[src/rtl/shm_pkg.sv]
package shm_pkg;

  typedef enum logic [1:0] {
    ST_IDLE  = 2'd0,
    ST_REQ   = 2'd1,
    ST_GRANT = 2'd2,
    ST_REL   = 2'd3
  } arb_state_t;

  // Idle window in clocks for a given clock rate and window length.
  function automatic int unsigned tmo_cycles(input int unsigned clk_mhz,
                                             input int unsigned win_us);
    return clk_mhz * win_us;
  endfunction

  // True when addr falls inside [base, base+span).
  function automatic logic in_window(input int unsigned addr,
                                     input int unsigned base,
                                     input int unsigned span);
    return (addr >= base) && (addr < base + span);
  endfunction

  // Saturating increment of a counter held in the low w bits.
  function automatic int unsigned sat_inc(input int unsigned val,
                                          input int unsigned w);
    int unsigned top;
    top = (w >= 32) ? 32'hFFFF_FFFF : ((32'd1 << w) - 32'd1);
    return (val >= top) ? top : val + 32'd1;
  endfunction

endpackage

[src/rtl/shm_sync_edge.sv]
module shm_sync_edge #(
  parameter int W = 2
) (
  input  logic         clk,
  input  logic         rst_n,
  input  logic [W-1:0] async_i,
  output logic [W-1:0] rise_o
);
  for (genvar i = 0; i < W; i++) begin : g_bit
    logic s1, s2, s3;
    always_ff @(posedge clk) begin
      if (!rst_n) begin
        s1 <= 1'b0;
        s2 <= 1'b0;
        s3 <= 1'b0;
      end else begin
        s1 <= async_i[i];
        s2 <= s1;
        s3 <= s2;
      end
    end
    assign rise_o[i] = s2 & ~s3;
  end
endmodule

[src/rtl/shm_idle_timer.sv]
module shm_idle_timer #(
  parameter int unsigned LIMIT = 68000
) (
  input  logic clk,
  input  logic rst_n,
  input  logic run_i,
  input  logic restart_i,
  output logic expire_o
);
  localparam int CW = $clog2(LIMIT + 1);
  localparam logic [CW-1:0] LAST = CW'(LIMIT - 1);

  logic [CW-1:0] cnt;

  always_ff @(posedge clk) begin
    if (!rst_n || !run_i || restart_i) cnt <= '0;
    else if (cnt != LAST)              cnt <= cnt + 1'b1;
  end

  assign expire_o = run_i & ~restart_i & (cnt == LAST);

  AST_TMR_BOUND: assert property (@(posedge clk) disable iff (!rst_n)
    cnt <= LAST);
endmodule

[src/rtl/shm_mailbox.sv]
module shm_mailbox #(
  parameter int             NFLAG    = 4,
  parameter logic [NFLAG-1:0] OWN_MASK = 4'b0011
) (
  input  logic             clk,
  input  logic             rst_n,
  input  logic [NFLAG-1:0] slv_pulse_i,
  input  logic [NFLAG-1:0] mst_pulse_i,
  output logic [NFLAG-1:0] flags_o
);
  logic [NFLAG-1:0] set_vec, clr_vec;

  for (genvar i = 0; i < NFLAG; i++) begin : g_flag
    if (OWN_MASK[i]) begin : g_slv_owned
      assign set_vec[i] = slv_pulse_i[i];
      assign clr_vec[i] = mst_pulse_i[i];
    end else begin : g_mst_owned
      assign set_vec[i] = mst_pulse_i[i];
      assign clr_vec[i] = slv_pulse_i[i];
    end
    always_ff @(posedge clk) begin
      if (!rst_n)          flags_o[i] <= 1'b0;
      else if (set_vec[i]) flags_o[i] <= 1'b1;
      else if (clr_vec[i]) flags_o[i] <= 1'b0;
    end
  end

  AST_MBX_SET: assert property (@(posedge clk) disable iff (!rst_n)
    (set_vec != '0) |=> ((flags_o & $past(set_vec)) == $past(set_vec)));
endmodule

[src/rtl/shm_hold_arbiter.sv]
module shm_hold_arbiter
  import shm_pkg::*;
#(
  parameter int               ADDR_W   = 16,
  parameter int unsigned      SHR_BASE = 16'h8000,
  parameter int unsigned      SHR_SPAN = 16'h2000,
  parameter int unsigned      REL_ADDR = 16'h9FFF,
  parameter int unsigned      CLK_MHZ  = 200,
  parameter int unsigned      TMO_US   = 340,
  parameter int               ERR_W    = 4,
  parameter int               NFLAG    = 4,
  parameter logic [NFLAG-1:0] OWN_MASK = 4'b0011
) (
  input  logic              clk,
  input  logic              rst_n,
  input  logic              slv_rd_i,
  input  logic              slv_wr_i,
  input  logic [ADDR_W-1:0] slv_addr_i,
  input  logic [NFLAG-1:0]  slv_flag_i,
  output logic              hold_req_o,
  input  logic              hold_ack_i,
  output logic              grant_o,
  output logic              data_valid_o,
  output logic [ERR_W-1:0]  err_count_o,
  input  logic [NFLAG-1:0]  mst_flag_i,
  output logic [NFLAG-1:0]  flags_o
);
  localparam int unsigned TMO_CYC = tmo_cycles(CLK_MHZ, TMO_US);
  localparam int          SW      = 2 + NFLAG;

  arb_state_t        state, state_nx;
  logic [SW-1:0]     rise;
  logic              rd_evt, wr_evt, shr_hit, shr_acc;
  logic              rel_evt, tmo_evt, err_evt;
  logic [NFLAG-1:0]  slv_flag_evt;

  shm_sync_edge #(.W(SW)) u_sync (
    .clk     (clk),
    .rst_n   (rst_n),
    .async_i ({slv_flag_i, slv_wr_i, slv_rd_i}),
    .rise_o  (rise)
  );

  assign rd_evt       = rise[0];
  assign wr_evt       = rise[1];
  assign slv_flag_evt = rise[SW-1:2];

  assign shr_hit = in_window(32'(slv_addr_i), SHR_BASE, SHR_SPAN);
  assign shr_acc = (rd_evt | wr_evt) & shr_hit;
  assign rel_evt = (state == ST_GRANT) & wr_evt & (32'(slv_addr_i) == REL_ADDR);
  assign err_evt = shr_acc & ((state == ST_REQ) | (state == ST_REL) |
                              ((state == ST_IDLE) & wr_evt));

  shm_idle_timer #(.LIMIT(TMO_CYC)) u_timer (
    .clk       (clk),
    .rst_n     (rst_n),
    .run_i     (state == ST_GRANT),
    .restart_i (shr_acc),
    .expire_o  (tmo_evt)
  );

  always_comb begin
    state_nx = state;
    unique case (state)
      ST_IDLE:  if (shr_acc)              state_nx = ST_REQ;
      ST_REQ:   if (hold_ack_i)           state_nx = ST_GRANT;
      ST_GRANT: if (rel_evt || tmo_evt)   state_nx = ST_REL;
      ST_REL:   if (!hold_ack_i)          state_nx = ST_IDLE;
      default:                            state_nx = ST_IDLE;
    endcase
  end

  always_ff @(posedge clk) begin
    if (!rst_n) state <= ST_IDLE;
    else        state <= state_nx;
  end

  always_ff @(posedge clk) begin
    if (!rst_n)       err_count_o <= '0;
    else if (err_evt) err_count_o <= ERR_W'(sat_inc(32'(err_count_o), ERR_W));
  end

  assign hold_req_o   = (state == ST_REQ) | (state == ST_GRANT);
  assign grant_o      = (state == ST_GRANT);
  assign data_valid_o = grant_o & hold_ack_i;

  shm_mailbox #(.NFLAG(NFLAG), .OWN_MASK(OWN_MASK)) u_mbox (
    .clk         (clk),
    .rst_n       (rst_n),
    .slv_pulse_i (slv_flag_evt),
    .mst_pulse_i (mst_flag_i),
    .flags_o     (flags_o)
  );

  AST_GRANT_AFTER_ACK: assert property (@(posedge clk) disable iff (!rst_n)
    $rose(grant_o) |-> $past(hold_ack_i));
  AST_HOLD_STICKY: assert property (@(posedge clk) disable iff (!rst_n)
    (grant_o && !rel_evt && !tmo_evt) |=> grant_o);
  AST_REQ_FALL_CAUSE: assert property (@(posedge clk) disable iff (!rst_n)
    $fell(hold_req_o) |-> $past(rel_evt || tmo_evt));
  AST_ERR_MONO: assert property (@(posedge clk) disable iff (!rst_n)
    err_count_o >= $past(err_count_o));
  AST_OUTSIDE_QUIET: assert property (@(posedge clk) disable iff (!rst_n)
    ((state == ST_IDLE) && !shr_acc) |=> !hold_req_o);
endmodule

[config.mk]
export PLATFORM = sky130hd
export DESIGN_NAME = shm_hold_arbiter
export DESIGN_NICKNAME = d
export VERILOG_FILES = /design/src/rtl/shm_pkg.sv /design/src/rtl/shm_sync_edge.sv /design/src/rtl/shm_idle_timer.sv /design/src/rtl/shm_mailbox.sv /design/src/rtl/shm_hold_arbiter.sv
export SDC_FILE = /design/constraint.sdc
export NUM_CORES = 1
export LEC_CHECK = 0
export ABC_CLOCK_PERIOD_IN_PS = 2100
export BUFFER_PORTS_ARGS = -buffer_cell sky130_fd_sc_hd__buf_2
export CAP_MARGIN = 20
export CORE_MARGIN = 2
export CORE_UTILIZATION = 30
export DETAILED_ROUTE_END_ITERATION = 16
export GPL_ROUTABILITY_DRIVEN = 0
export REMOVE_ABC_BUFFERS = 1
export SLEW_MARGIN = 20
export SYNTH_ARGS = -nofsm -noshare
export SYNTH_HDL_FRONTEND = slang
export SYNTH_SLANG_ARGS = --single-unit
[constraint.sdc]
create_clock -name clk -period 2.1 [get_ports clk]
set_clock_uncertainty 0.1 [all_clocks]
set_input_delay 0.105 -clock clk [delete_from_list [all_inputs] [get_ports clk]]
set_output_delay 0.105 -clock clk [all_outputs]
set_load 0.03 [all_outputs]
Word-level counts from Yosys, hierarchy flattened. Cells that the tools add are included.

Flip-flop bits (word level): 45. Input bits: 29. Output and inout bits: 11.

$add $sub $neg: 2. $lt $le $gt $ge: 3. Equal/unequal tests: 10. Muxes and demuxes: 14. Bitwise operators: 25. Reductions and logical operators: 12.

Operators by type and width (number): $add A17 B1 Y17 const B (1); $eq A17 B17 Y1 const B (1); $ne A17 B17 Y1 const B (1); $eq A16 B16 Y1 const B (1); $ge A16 B16 Y1 const B (1); $lt A16 B16 Y1 const B (1); $and A1 B1 Y1 (14); $mux W1 (8); $mux W2 (4); $pmux W2 S4 (1); $reduce_bool A2 Y1 (4); $not A1 Y1 (7); $ne A2 B2 Y1 const B (3); $add A4 B1 Y4 const B (1); $eq A2 B2 Y1 const B (2); $ge A4 B4 Y1 const B (1); $mux W4 (1); $or A1 B1 Y1 (4); $reduce_and A4 Y1 (1); $logic_or A1 B1 Y1 (3); $eq A2 B1 Y1 const B (1); $logic_not A1 Y1 (2); $logic_not A2 Y1 (1); $ne A2 B1 Y1 const B (1); $logic_and A1 B1 Y1 (1).

Logic depth before layout (Yosys ltp).
Word-level depth: 10. Mapped depth: 6.

Hierarchy. A second synthesis with hierarchy kept.

Cell total of the unflattened synthesis: 204. Area total of the unflattened synthesis: 2045.7 um^2.

By module, submodules not included: shm_idle_timer (instances 1, cells each 94, area an instance 854.6 um^2, sequential area each 340.3 um^2); shm_sync_edge (instances 1, cells each 43, area an instance 539.3 um^2, sequential area each 360.3 um^2); shm_hold_arbiter (instances 1, cells each 55, area an instance 486.7 um^2, sequential area each 120.1 um^2); shm_mailbox (instances 1, cells each 12, area an instance 165.2 um^2, sequential area each 80.1 um^2).

Worst setup path before layout. No wires, ideal clock.

Kind: flip-flop to flip-flop. Start point: register state[0]. End point: register err_count_o[2]. Library setup time: 0.115 ns. Arrival time: 1.436 ns. Required time: 1.885 ns. Path slack: 0.449 ns. Stages on the path, launching flop included: 7. Buffers on the path: 0. Period minus slack after synthesis: 1.651 ns. Cell sequence: dfxtp_1 > inv_1 > ha_1 > a211oi_1 > nor2_1 > a21o_1 > and3_1.

Word-level cells in the longest chain between the ends: 4. Elaborated cells on any way between the ends: 7.

Ends and longest elaborated chain: start, declared (RTL line shm_hold_arbiter.sv:31) `arb_state_t state, state_nx;`; start signal, assigned (RTL line shm_hold_arbiter.sv:75) `else state <= state_nx;`; $eq A2 B1 Y1 (tied with other cells) (RTL line shm_hold_arbiter.sv:51) `assign err_evt = shr_acc & ((state == ST_REQ) | (state == ST_REL) |`; $or A1 B1 Y1 / $and A1 B1 Y1 (equally long branches) (RTL line shm_hold_arbiter.sv:51, shm_hold_arbiter.sv:52); $or A1 B1 Y1 * (RTL line shm_hold_arbiter.sv:51); $and A1 B1 Y1 * (RTL line shm_hold_arbiter.sv:51); end signal, assigned (RTL line shm_hold_arbiter.sv:80) `else if (err_evt) err_count_o <= ERR_W'(sat_inc(32'(err_count_o), ERR_W));`; end, declared (RTL line shm_hold_arbiter.sv:24) `output logic [ERR_W-1:0] err_count_o,`.

Mark *: on every way between the ends. The rest lies on a longest branch, timed or not. A chain may end at the register's enable or synchronous reset.

Final worst setup path. Ends and elaborated chain as after synthesis.

==> results.ini <==
[clocking]
path_clk_slew_ns = 0.10
clockBufferDepth = 2
cts_buffers = 5
cts.hold.buffers_added = 8
numClockSinks = 45
cts_resized = 0
post_cts_buffers = 0
tritoncts = done
cts_root_buffer = clkbuf_8
clock_latency_ns = 0.30
cts-htree-levels = 2

[cells_and_area]
nets = 278
fin_cells = 318
fill_cells = 629
mostFrequentLayoutCells = dfxtp_1 (45), buf_2 (39), nor2_1 (28), and2_1 (19), xor2_1 (11)
final_common_cell = dfxtp_1
area_delta_synth_final_pct = 25.1
antennaDiodeCount = 0
drive_above_1_share_pct = 24.7

[logic_synthesis]
syn-cell-area_sq_um = 1900
yosysSeqAreaShare_pct = 47.5
synth_xor_area_share_pct = 7.38
ys.flop_type = dfxtp_1
synth_compound_area_share_pct = 6.99
synth_cell_type_count = 38
synthArstFlopShare_pct = 0
synthSimpleGateAreaFrac_pct = 30.3
synth_top_family_by_area = simple AND/OR/NAND/NOR gates
yosys_warnings = 0
synth.ff_latch_count = 45
synth_fa_ha_area_share_pct = 4.61
synth-edff-count = 0
synth_mux_area_share_pct = 1.05
syn_inst = 191
syn_avg_cell_area_sq_um = 9.94

[setup_path]
start_kind = flip-flop
crit_fanout = 6
crit_slowest_cell = dfxtp_1
r2r_slack_ns = 0.28
cp.buffers_inverters = 1
arrival_ns = 1.93
required_ns = 2.21
critPathKind = reg2reg
crit_path_end_kind = flip-flop
cp_top_family = compound AO/OA/AOI/OAI gates
path_cells = inv_1, ha_1, a211oi_1, nor2_1, a21o_1, and3_1
crit_path_max_incr_delay_ns = 0.38

[timing]
min_period_ns = 1.82
finalHoldViolCount = 0
whs_ns = 0.00903
finalCritPeriodShare_pct = 86.6
tightest_slew_ns = 0.409
slew_headroom_pct = 72.5
slew_viol_final = 0
setup_slack_ns = 0.282
setup_viol = 0
totalNegativeSetupSlack_ns = 0
rsz0062_at_grt = no
max_freq_mhz = 550

[floorplanning]
die_w_um = 83.5
die_h_um = 83.5
num_rows = 28
die-area_sq_um = 6980
io_pins = 40
start_util_pct = 31.5
core_sq_um = 6030

[place]
pre_cts_slack_ns = 0.286
dp_cells = 302
hpwl_um = 2460
io_buffers = 39

[routing]
drt-total-wl_um = 3430
viasPerCell = 4.48
drt_iter0_markers = 54
vias = 1425
wl_per_cell_um = 10.8
drc = 0
firstDrtPassIters = 4
ant_nets = 0

[global_routing]
grt_pass1_vias = 1311
grt_max_degree = 24
grt_overflow = 0
grt_pass1_wl_um = 6000
antenna_found_initial = 0
track_usage_pct = 10.7

[power_and_ir_drop]
p_leak_nw = 0.946
vdd_ir_drop_max_v = 0.000331
power.density_nw_per_um2 = 783

[hold_path]
worstHoldPathType = in2reg

[outcome]
outcome = completed

[job]
drv_cap = 0

-- kinds of logic after synthesis --
kind of cell	count (synthesis)
and+or+nand+nor	97
DFF	45
xor gates and xnor gates	16
AOI/OAI and AO/OA	13
buffers and inverters	11
adders and majority gates	7
muxes	2
-- Yosys cell counts (3+ instances only) --
cell / n / share of area (%)
nand2_1: 10 / 2.0
nor3_1: 5 / 1.3
nand4_1: 8 / 2.6
dfxtp_1: 45 / 47
xor2_1: 11 / 5.1
nand3_1: 7 / 1.8
ha_1: 7 / 4.6
nor2_1: 28 / 5.5
xnor2_1: 5 / 2.3
inv_1: 8 / 1.6
clkbuf_1: 3 / 0.59
and3_1: 3 / 0.99
and2_1: 19 / 6.3
-- worst min-delay path, stage by stage --
cell     delay, ns
buf_2         0.07
o22ai_1       0.06
and2_1        0.14
-- registers in the layout (all words and copies together), names as in the netlist --
| register | cells |
|---|---|
| state | 2 |
| u_sync.g_bit.s3 | 6 |
| u_timer.cnt | 17 |
| err_count_o | 4 |
| u_sync.g_bit.s2 | 6 |
| u_mbox.flags_o | 4 |
| u_sync.g_bit.s1 | 6 |
-- report_power, final --
part           internal (W)  total (W)  switching [W]
Combinational      0.000124   0.000283       0.000159
Clock              0.000364   0.000676       0.000311
Sequential         0.000883   0.000900      0.0000171
Total               0.00137    0.00186       0.000488
-- path summary, 6_finish.rpt --
check	startpoint	endpoint	cells after the start
max	state[0]	err_count_o[2]	6
min	mst_flag_i[0]	u_mbox.flags_o[0]	3
max reg2reg	state[0]	err_count_o[2]	6
min reg2reg	u_sync.g_bit[5].s1	u_sync.g_bit[5].s2	1
-- per-stage QoR --
step	util (%)	total power (W)	area, sq um
finish	39.4	0.00186	2370
global route	39.4	0.00196	2370
CTS	39.4	0.00189	2370
detailed placement	36.1	0.00119	2180
global placement	36.1	0.00119	2180
floorplan	-	0.00112	1890
-- layer usage --
metal	vias to the layer above	track usage (%)	share of wire, %
met1	632	12.9	50
met4	0	5.72	2.3
met2	34	16.6	42
met3	5	3.66	5.5
li1	754	-	-
met5	-	0	0
-- area by class of cell --
class | instances | area [sq um] | share of cell area [%]
multi-input combinational | 135 | 956 | 40.3
clock inverter | 3 | 50.0 | 2.11
timing repair buffer | 47 | 275 | 11.6
tap | 75 | 93.8 | 3.95
inverter | 8 | 30.0 | 1.26
sequential | 45 | 901 | 37.9
clock buffer | 5 | 68.8 | 2.90
Power figures use the tool's default switching activity.
